===== config.mk =====
export PLATFORM = sky130hd
export DESIGN_NAME = i2c_addr_match
export DESIGN_NICKNAME = d
export VERILOG_FILES = /design/src/rtl/i2c_addr_pkg.sv /design/src/rtl/i2c_addr_dp.sv /design/src/rtl/i2c_addr_ctrl.sv /design/src/rtl/i2c_addr_match.sv
export SDC_FILE = /design/constraint.sdc
export NUM_CORES = 1
export LEC_CHECK = 0
export BUFFER_PORTS_ARGS = -buffer_cell sky130_fd_sc_hd__buf_2
export CORE_MARGIN = 2
export CORE_UTILIZATION = 49
export CTS_CLUSTER_SIZE = 24
export DETAILED_ROUTE_END_ITERATION = 8
export PLACE_DENSITY = 0.73
export RECOVER_POWER = 25
export SETUP_SLACK_MARGIN = 0.3
export SYNTH_ARGS = -nofsm -noshare
export SYNTH_HDL_FRONTEND = slang
export SYNTH_SLANG_ARGS = --single-unit
export TNS_END_PERCENT = 20

===== constraint.sdc =====
create_clock -name clk -period 1.9 [get_ports clk]
set_input_delay 0.19 -clock clk [delete_from_list [all_inputs] [get_ports clk]]
set_output_delay 0.19 -clock clk [all_outputs]
set_load 0.05 [all_outputs]

===== src/rtl/i2c_addr_pkg.sv =====
package i2c_addr_pkg;

  localparam int ADDR_W    = 10;
  localparam int BYTE_BITS = 8;
  localparam int CNT_W     = $clog2(BYTE_BITS + 2);

  typedef struct packed {
    logic shiftEn;
    logic cntEn;
    logic cntClr;
  } dpCtrl_t;

  typedef struct packed {
    logic startSeen;
    logic stopSeen;
    logic sclRise;
    logic sclFall;
    logic byteDone;
    logic ackDone;
    logic ownMatch7;
    logic genCall;
    logic hdrMatch;
    logic lowMatch;
    logic rwIn;
  } dpStat_t;

  typedef enum logic [2:0] {
    ST_IDLE,
    ST_ADDR1,
    ST_ADDR2,
    ST_ACK,
    ST_DONE,
    ST_SKIP
  } addrState_t;

endpackage


===== src/rtl/i2c_addr_dp.sv =====
module i2c_addr_dp
  import i2c_addr_pkg::*;
#(
  parameter int SYNC_STAGES = 2
) (
  input  logic              clk,
  input  logic              rstN,
  input  logic              sclIn,
  input  logic              sdaIn,
  input  logic [ADDR_W-1:0] ownAddr,
  input  logic [ADDR_W-1:0] addrMask,
  input  dpCtrl_t           ctrl,
  output dpStat_t           stat
);

  // Synchroniser stages plus one history stage for edge detection.
  logic [SYNC_STAGES:0]   sclPipe;
  logic [SYNC_STAGES:0]   sdaPipe;
  logic [BYTE_BITS-1:0]   shiftReg;
  logic [CNT_W-1:0]       bitCnt;
  logic                   sclNow, sclOld, sdaNow, sdaOld;

  always_ff @(posedge clk or negedge rstN) begin
    if (!rstN) begin
      sclPipe <= '1;
      sdaPipe <= '1;
    end else begin
      sclPipe <= {sclPipe[SYNC_STAGES-1:0], sclIn};
      sdaPipe <= {sdaPipe[SYNC_STAGES-1:0], sdaIn};
    end
  end

  assign sclNow = sclPipe[SYNC_STAGES-1];
  assign sclOld = sclPipe[SYNC_STAGES];
  assign sdaNow = sdaPipe[SYNC_STAGES-1];
  assign sdaOld = sdaPipe[SYNC_STAGES];

  always_ff @(posedge clk or negedge rstN) begin
    if (!rstN) begin
      shiftReg <= '0;
      bitCnt   <= '0;
    end else begin
      if (ctrl.shiftEn && stat.sclRise)
        shiftReg <= {shiftReg[BYTE_BITS-2:0], sdaNow};
      if (ctrl.cntClr)
        bitCnt <= '0;
      else if (ctrl.cntEn && stat.sclRise)
        bitCnt <= bitCnt + 1'b1;
    end
  end

  always_comb begin
    stat.sclRise   = sclNow && !sclOld;
    stat.sclFall   = !sclNow && sclOld;
    stat.startSeen = sclNow && sclOld && sdaOld && !sdaNow;
    stat.stopSeen  = sclNow && sclOld && !sdaOld && sdaNow;
    stat.byteDone  = (bitCnt == CNT_W'(BYTE_BITS));
    stat.ackDone   = (bitCnt == CNT_W'(BYTE_BITS + 1));
    stat.ownMatch7 = (((shiftReg[7:1] ^ ownAddr[6:0]) & ~addrMask[6:0]) == '0);
    stat.hdrMatch  = (shiftReg[7:3] == 5'b11110) &&
                     (((shiftReg[2:1] ^ ownAddr[9:8]) & ~addrMask[9:8]) == '0);
    stat.lowMatch  = (((shiftReg ^ ownAddr[7:0]) & ~addrMask[7:0]) == '0);
    stat.genCall   = (shiftReg == '0);
    stat.rwIn      = shiftReg[0];
  end

endmodule


===== src/rtl/i2c_addr_ctrl.sv =====
module i2c_addr_ctrl
  import i2c_addr_pkg::*;
(
  input  logic    clk,
  input  logic    rstN,
  input  logic    tenBitMode,
  input  logic    gcEnable,
  input  dpStat_t stat,
  output dpCtrl_t ctrl,
  output logic    sdaOe,
  output logic    addressed,
  output logic    generalCallHit,
  output logic    rwBit
);

  addrState_t state;
  logic tenSel, hdrPend;
  logic take, setAdr, gcOk, hdrNext, selSet, selClr;

  always_comb begin
    ctrl.shiftEn = (state == ST_ADDR1) || (state == ST_ADDR2);
    ctrl.cntEn   = ctrl.shiftEn || (state == ST_ACK);
    ctrl.cntClr  = stat.startSeen || stat.stopSeen ||
                   ((state == ST_ACK) && stat.sclFall && stat.ackDone);
  end

  // Decision for a completed byte.
  always_comb begin
    gcOk    = stat.genCall && gcEnable;
    take    = 1'b0;
    setAdr  = 1'b0;
    hdrNext = 1'b0;
    selSet  = 1'b0;
    selClr  = 1'b0;
    if (state == ST_ADDR1) begin
      if (gcOk) begin
        take   = 1'b1;
        setAdr = 1'b1;
      end else if (!tenBitMode) begin
        take   = stat.ownMatch7;
        setAdr = stat.ownMatch7;
      end else if (stat.hdrMatch && !stat.rwIn) begin
        take    = 1'b1;
        hdrNext = 1'b1;
        selClr  = 1'b1;
      end else if (stat.hdrMatch && stat.rwIn && tenSel) begin
        take   = 1'b1;
        setAdr = 1'b1;
      end
    end else if (state == ST_ADDR2) begin
      take   = stat.lowMatch;
      setAdr = stat.lowMatch;
      selSet = stat.lowMatch;
    end
  end

  always_ff @(posedge clk or negedge rstN) begin
    if (!rstN) begin
      state          <= ST_IDLE;
      tenSel         <= 1'b0;
      hdrPend        <= 1'b0;
      sdaOe          <= 1'b0;
      addressed      <= 1'b0;
      generalCallHit <= 1'b0;
      rwBit          <= 1'b0;
    end else if (stat.startSeen) begin
      state          <= ST_ADDR1;
      hdrPend        <= 1'b0;
      sdaOe          <= 1'b0;
      addressed      <= 1'b0;
      generalCallHit <= 1'b0;
      rwBit          <= 1'b0;
    end else if (stat.stopSeen) begin
      state          <= ST_IDLE;
      tenSel         <= 1'b0;
      hdrPend        <= 1'b0;
      sdaOe          <= 1'b0;
      addressed      <= 1'b0;
      generalCallHit <= 1'b0;
      rwBit          <= 1'b0;
    end else begin
      unique case (state)
        ST_ADDR1, ST_ADDR2: begin
          if (stat.sclFall && stat.byteDone) begin
            if (take) begin
              state   <= ST_ACK;
              sdaOe   <= 1'b1;
              hdrPend <= hdrNext;
              if (selSet) tenSel <= 1'b1;
              if (selClr) tenSel <= 1'b0;
              if (setAdr) begin
                addressed      <= 1'b1;
                generalCallHit <= gcOk && (state == ST_ADDR1);
                rwBit          <= (state == ST_ADDR1) ? stat.rwIn : 1'b0;
              end
            end else begin
              state <= ST_SKIP;
            end
          end
        end
        ST_ACK: begin
          if (stat.sclFall && stat.ackDone) begin
            sdaOe   <= 1'b0;
            hdrPend <= 1'b0;
            state   <= hdrPend ? ST_ADDR2 : ST_DONE;
          end
        end
        default: ;
      endcase
    end
  end

endmodule


===== src/rtl/i2c_addr_match.sv =====
module i2c_addr_match
  import i2c_addr_pkg::*;
#(
  parameter int SYNC_STAGES = 2
) (
  input  logic              clk,
  input  logic              rstN,
  input  logic              sclIn,
  input  logic              sdaIn,
  input  logic              tenBitMode,
  input  logic              gcEnable,
  input  logic [ADDR_W-1:0] ownAddr,
  input  logic [ADDR_W-1:0] addrMask,
  output logic              sdaOe,
  output logic              addressed,
  output logic              generalCallHit,
  output logic              rwBit
);

  dpCtrl_t dpCtrl;
  dpStat_t dpStat;

  i2c_addr_dp #(.SYNC_STAGES(SYNC_STAGES)) u_dp (
    .clk      (clk),
    .rstN     (rstN),
    .sclIn    (sclIn),
    .sdaIn    (sdaIn),
    .ownAddr  (ownAddr),
    .addrMask (addrMask),
    .ctrl     (dpCtrl),
    .stat     (dpStat)
  );

  i2c_addr_ctrl u_ctrl (
    .clk            (clk),
    .rstN           (rstN),
    .tenBitMode     (tenBitMode),
    .gcEnable       (gcEnable),
    .stat           (dpStat),
    .ctrl           (dpCtrl),
    .sdaOe          (sdaOe),
    .addressed      (addressed),
    .generalCallHit (generalCallHit),
    .rwBit          (rwBit)
  );

endmodule


==> run summary <==
Status: finished, violations left
Failing checks: setup timing
Setup TNS: -0.03951 ns
Total gr overflow: 0
Sw Ratio: 36.72%
Routability congestion estimate: 0.9043
Fin crit period: 1.920 ns
Syn_area_per_cell: 10.23 um2
Ant diodes: 0
Clk sinks: 27
Synth top area share: 32.94%
CP Cell Sequence: buf_4 > xor2_2 > and2b_1 > nand2_1 > or4_4 > o21bai_1 > a21o_1
Syn_nets: 185
Leakage power: 0.8699 nW
Multi-input gate area: 1026 um2
Post-synth cell types: 46
Final Hold Viols: 0
CORE AREA: 3078 um2
Crit start category: flop
Num rows: 20
Worst Hold Class: flop to flop
Part of the power in combinational logic: 40.3%
First-pass GRT wire length: 5858 um
CP max stage delay: 0.54 ns
Synth Area in XOR/XNOR: 12.08%
Hold path depth: 0
Arrival time worst endpoint: 2.21 ns
Post-Route WL: 3711 um
Critical path class: flop to flop
CP Max Fanout: 7
Mux cell area share after synthesis: 8.784%
Vias in the first global route: 1,314
DRT Pass-1 Iters: 4
Fin. max-slew vios: 0
Fillers: 242
Unrepaired setup endpoints after global routing: true
Clk pwr share: 14.5%
Area grow syn2layout: 31.69%
Synth Area in Compound Gates: 11.29%
Initial antenna violation count: 0
Share of post-route cells with drive strength above 1: 47.00%
H-tree Lvls: 1
Max Cap Viol: 0
Synth Flop Type: dfrtp_1
1st-iter DRT viols: 61
Max clock buf depth: 2
Post-Syn Area: 1595 um2
Synthesized instance count: 156
Sw power: 660.6 uW
Internal power: 1.139 mW
Buffers added on ports: 29
Clock transition at path regs: 0.15 ns
Power Total: 1.799 mW
CTS Buf Count: 3
Pwr/cell area: 856.4 nW/um2
Sequential power share: 45.1%
Area share of and/or/nand/nor cells after synthesis: 19.53%
Setup slack after layout: -0.01984 ns
Tcrit/Tclk final: 101.0%
# DRC: 0
Detailed placement HPWL: 2556 um
Max stage delay cell, worst path: or4_4
Routed Antenna Nets: 0
Setup violations, final: 2
Peak supply drop: 0.7230 mV
Largest family of logic cells by synthesized area: simple AND/OR/NAND/NOR gates
Placement Setup Slack: -0.03266 ns
Register area: 688.2 um2
Commonest cells after routing, fill and taps aside: buf_2 (28), dfrtp_1 (17), xnor2_1 (16)
Die Y: 61.06 um
EDFF count, synth: 0
Async SR Flop Fraction: 100.0%
Die W: 61.06 um
# IOs: 30
DR vias: 1,380
Largest net degree at the start of global routing: 28
Register area share after synthesis: 42.82%
Ranking of synthesized cells by area: dfrtp_1 (33%), dfstp_2 (9.9%), xnor2_1 (9.9%)
Warnings, synthesis: 0
GRT Total Usage: 21.34%
Fmax achieved: 0.5209 GHz
Post-synth top area cell: dfrtp_1
Slew HR: 4.393%
Final Skew: 0.001369 ns
Layout Nets: 230
Setup crit end kind: flop
Worst-Skew Late Latency: 0.33 ns
Transition time of the tightest slew-check pin: 1.434 ns
Yosys reg bits: 27
Die Area: 3728 um2
Worst Path Required: 2.19 ns
Starting Density: 51.83%
Drt via density: 5.656
Per-cell routed wire length: 15.21 um
CTS tree: built
Layout Utilization: 68.25%
FF-to-FF path depth: 7
Commonest non-fill, non-tap cell in the layout: buf_2
Clk root buf: clkbuf_4
Post-synthesis adder-cell area fraction: 2.353%
synthesized netlist by cell type (2+ instances only):
master	n
dfrtp_1	21
xnor2_1	18
nor2_1	15
mux2_2	8
nand2_1	8
dfstp_2	6
o22ai_1	6
mux2i_1	5
nand3_1	5
buf_2	4
inv_1	4
nor3_1	4
o21ai_0	4
xor2_1	4
a21oi_1	3
ha_1	3
or4_1	3
a31oi_1	2
and2_1	2
and3_1	2
nor4_1	2
o211ai_1	2
o21a_1	2
worst paths after layout:
path	end	slack, ns	start
setup reg to reg	u_ctrl.hdrPend$_DFFE_PN0P_	-0.02	u_ctrl.state[0]$_DFFE_PN0P_
setup / recovery	u_ctrl.hdrPend$_DFFE_PN0P_	-0.02	u_ctrl.state[0]$_DFFE_PN0P_
min in group asynchronous	u_ctrl.addressed$_DFFE_PN0P_	0.70	rstN
hold reg to reg	u_dp.sdaPipe[1]$_DFF_PN1_	0.37	u_dp.sdaPipe[0]$_DFF_PN1_
hold / removal	u_dp.sdaPipe[1]$_DFF_PN1_	0.37	u_dp.sdaPipe[0]$_DFF_PN1_
max in group asynchronous	u_dp.shiftReg[2]$_DFFE_PN0P_	0.26	rstN
final cells by class:
cell class	count	share of cell area, %
clock buffers	3	1.072
clock inverters	1	0.3574
inverters	4	0.7147
multi-input cells	119	48.84
flip-flops and latches	27	32.76
well taps	44	2.621
repair buffers	46	13.64
power groups by stage:
stage / Clock [mW] / Combinational (mW) / Sequential [mW]
2_1_floorplan: 0 / 0.459 / 0.741
3_3_place_gp: 0 / 0.558 / 0.791
3_5_place_dp: 0 / 0.570 / 0.797
5_1_grt: 0.286 / 0.792 / 0.832
4_1_cts: 0.273 / 0.606 / 0.785
6_report: 0.261 / 0.726 / 0.812
registers in the layout, summed over array words and instances, names as in the netlist:
| register | count |
|---|---|
| u_dp.shiftReg | 8 |
| u_dp.bitCnt | 4 |
| u_ctrl.state | 3 |
| u_dp.sclPipe | 3 |
| u_dp.sdaPipe | 3 |
| u_ctrl.addressed | 1 |
| u_ctrl.generalCallHit | 1 |
| u_ctrl.hdrPend | 1 |
| u_ctrl.rwBit | 1 |
| u_ctrl.sdaOe | 1 |
| u_ctrl.tenSel | 1 |
timing repair:
action                                  4_1_cts  5_1_grt
setup buffers                                 1        1
gates cloned                                  0        0
pin swaps                                     8       11
hold buffers                                  3        0
hold endpoints to repair                     23        0
endpoints found under the setup margin       14       21
gates resized for setup                      15       27
critical path, delay by kind of cell, from the launching register on:
kind                   cells  cell delay (ns)
XOR/XNOR                   1             0.16
flip-flops                 1             0.41
AND/OR/NAND/NOR            3             0.80
AO/OA/AOI/OAI              2             0.35
buffers and inverters      1             0.17
cell families after synthesis:
group | after synthesis
buffers and inverters | 10
AOI/OAI and AO/OA | 27
xor gates and xnor gates | 22
and+or+nand+nor | 54
adders and majority gates | 3
DFF | 27
muxes | 13
per-stage QoR:
stage	hold slack (ns)	cells	area, um2
floorplan	-0.1056	156	1595
global placement	0.2184	235	1851
detailed placement	0.2269	235	1851
CTS	0.3682	243	1974
global route	0.3774	244	2101
finish	0.3724	244	2101
layer usage:
layer  up-vias  GRT usage, %  part of all wire, %
met5         -             0                    0
met4         0         11.49                  2.5
met3        10         2.101                  3.6
met2        41         35.26                   52
met1       687         27.63                   42
li1        642             -                    -
Power figures use the tool's default switching activity.
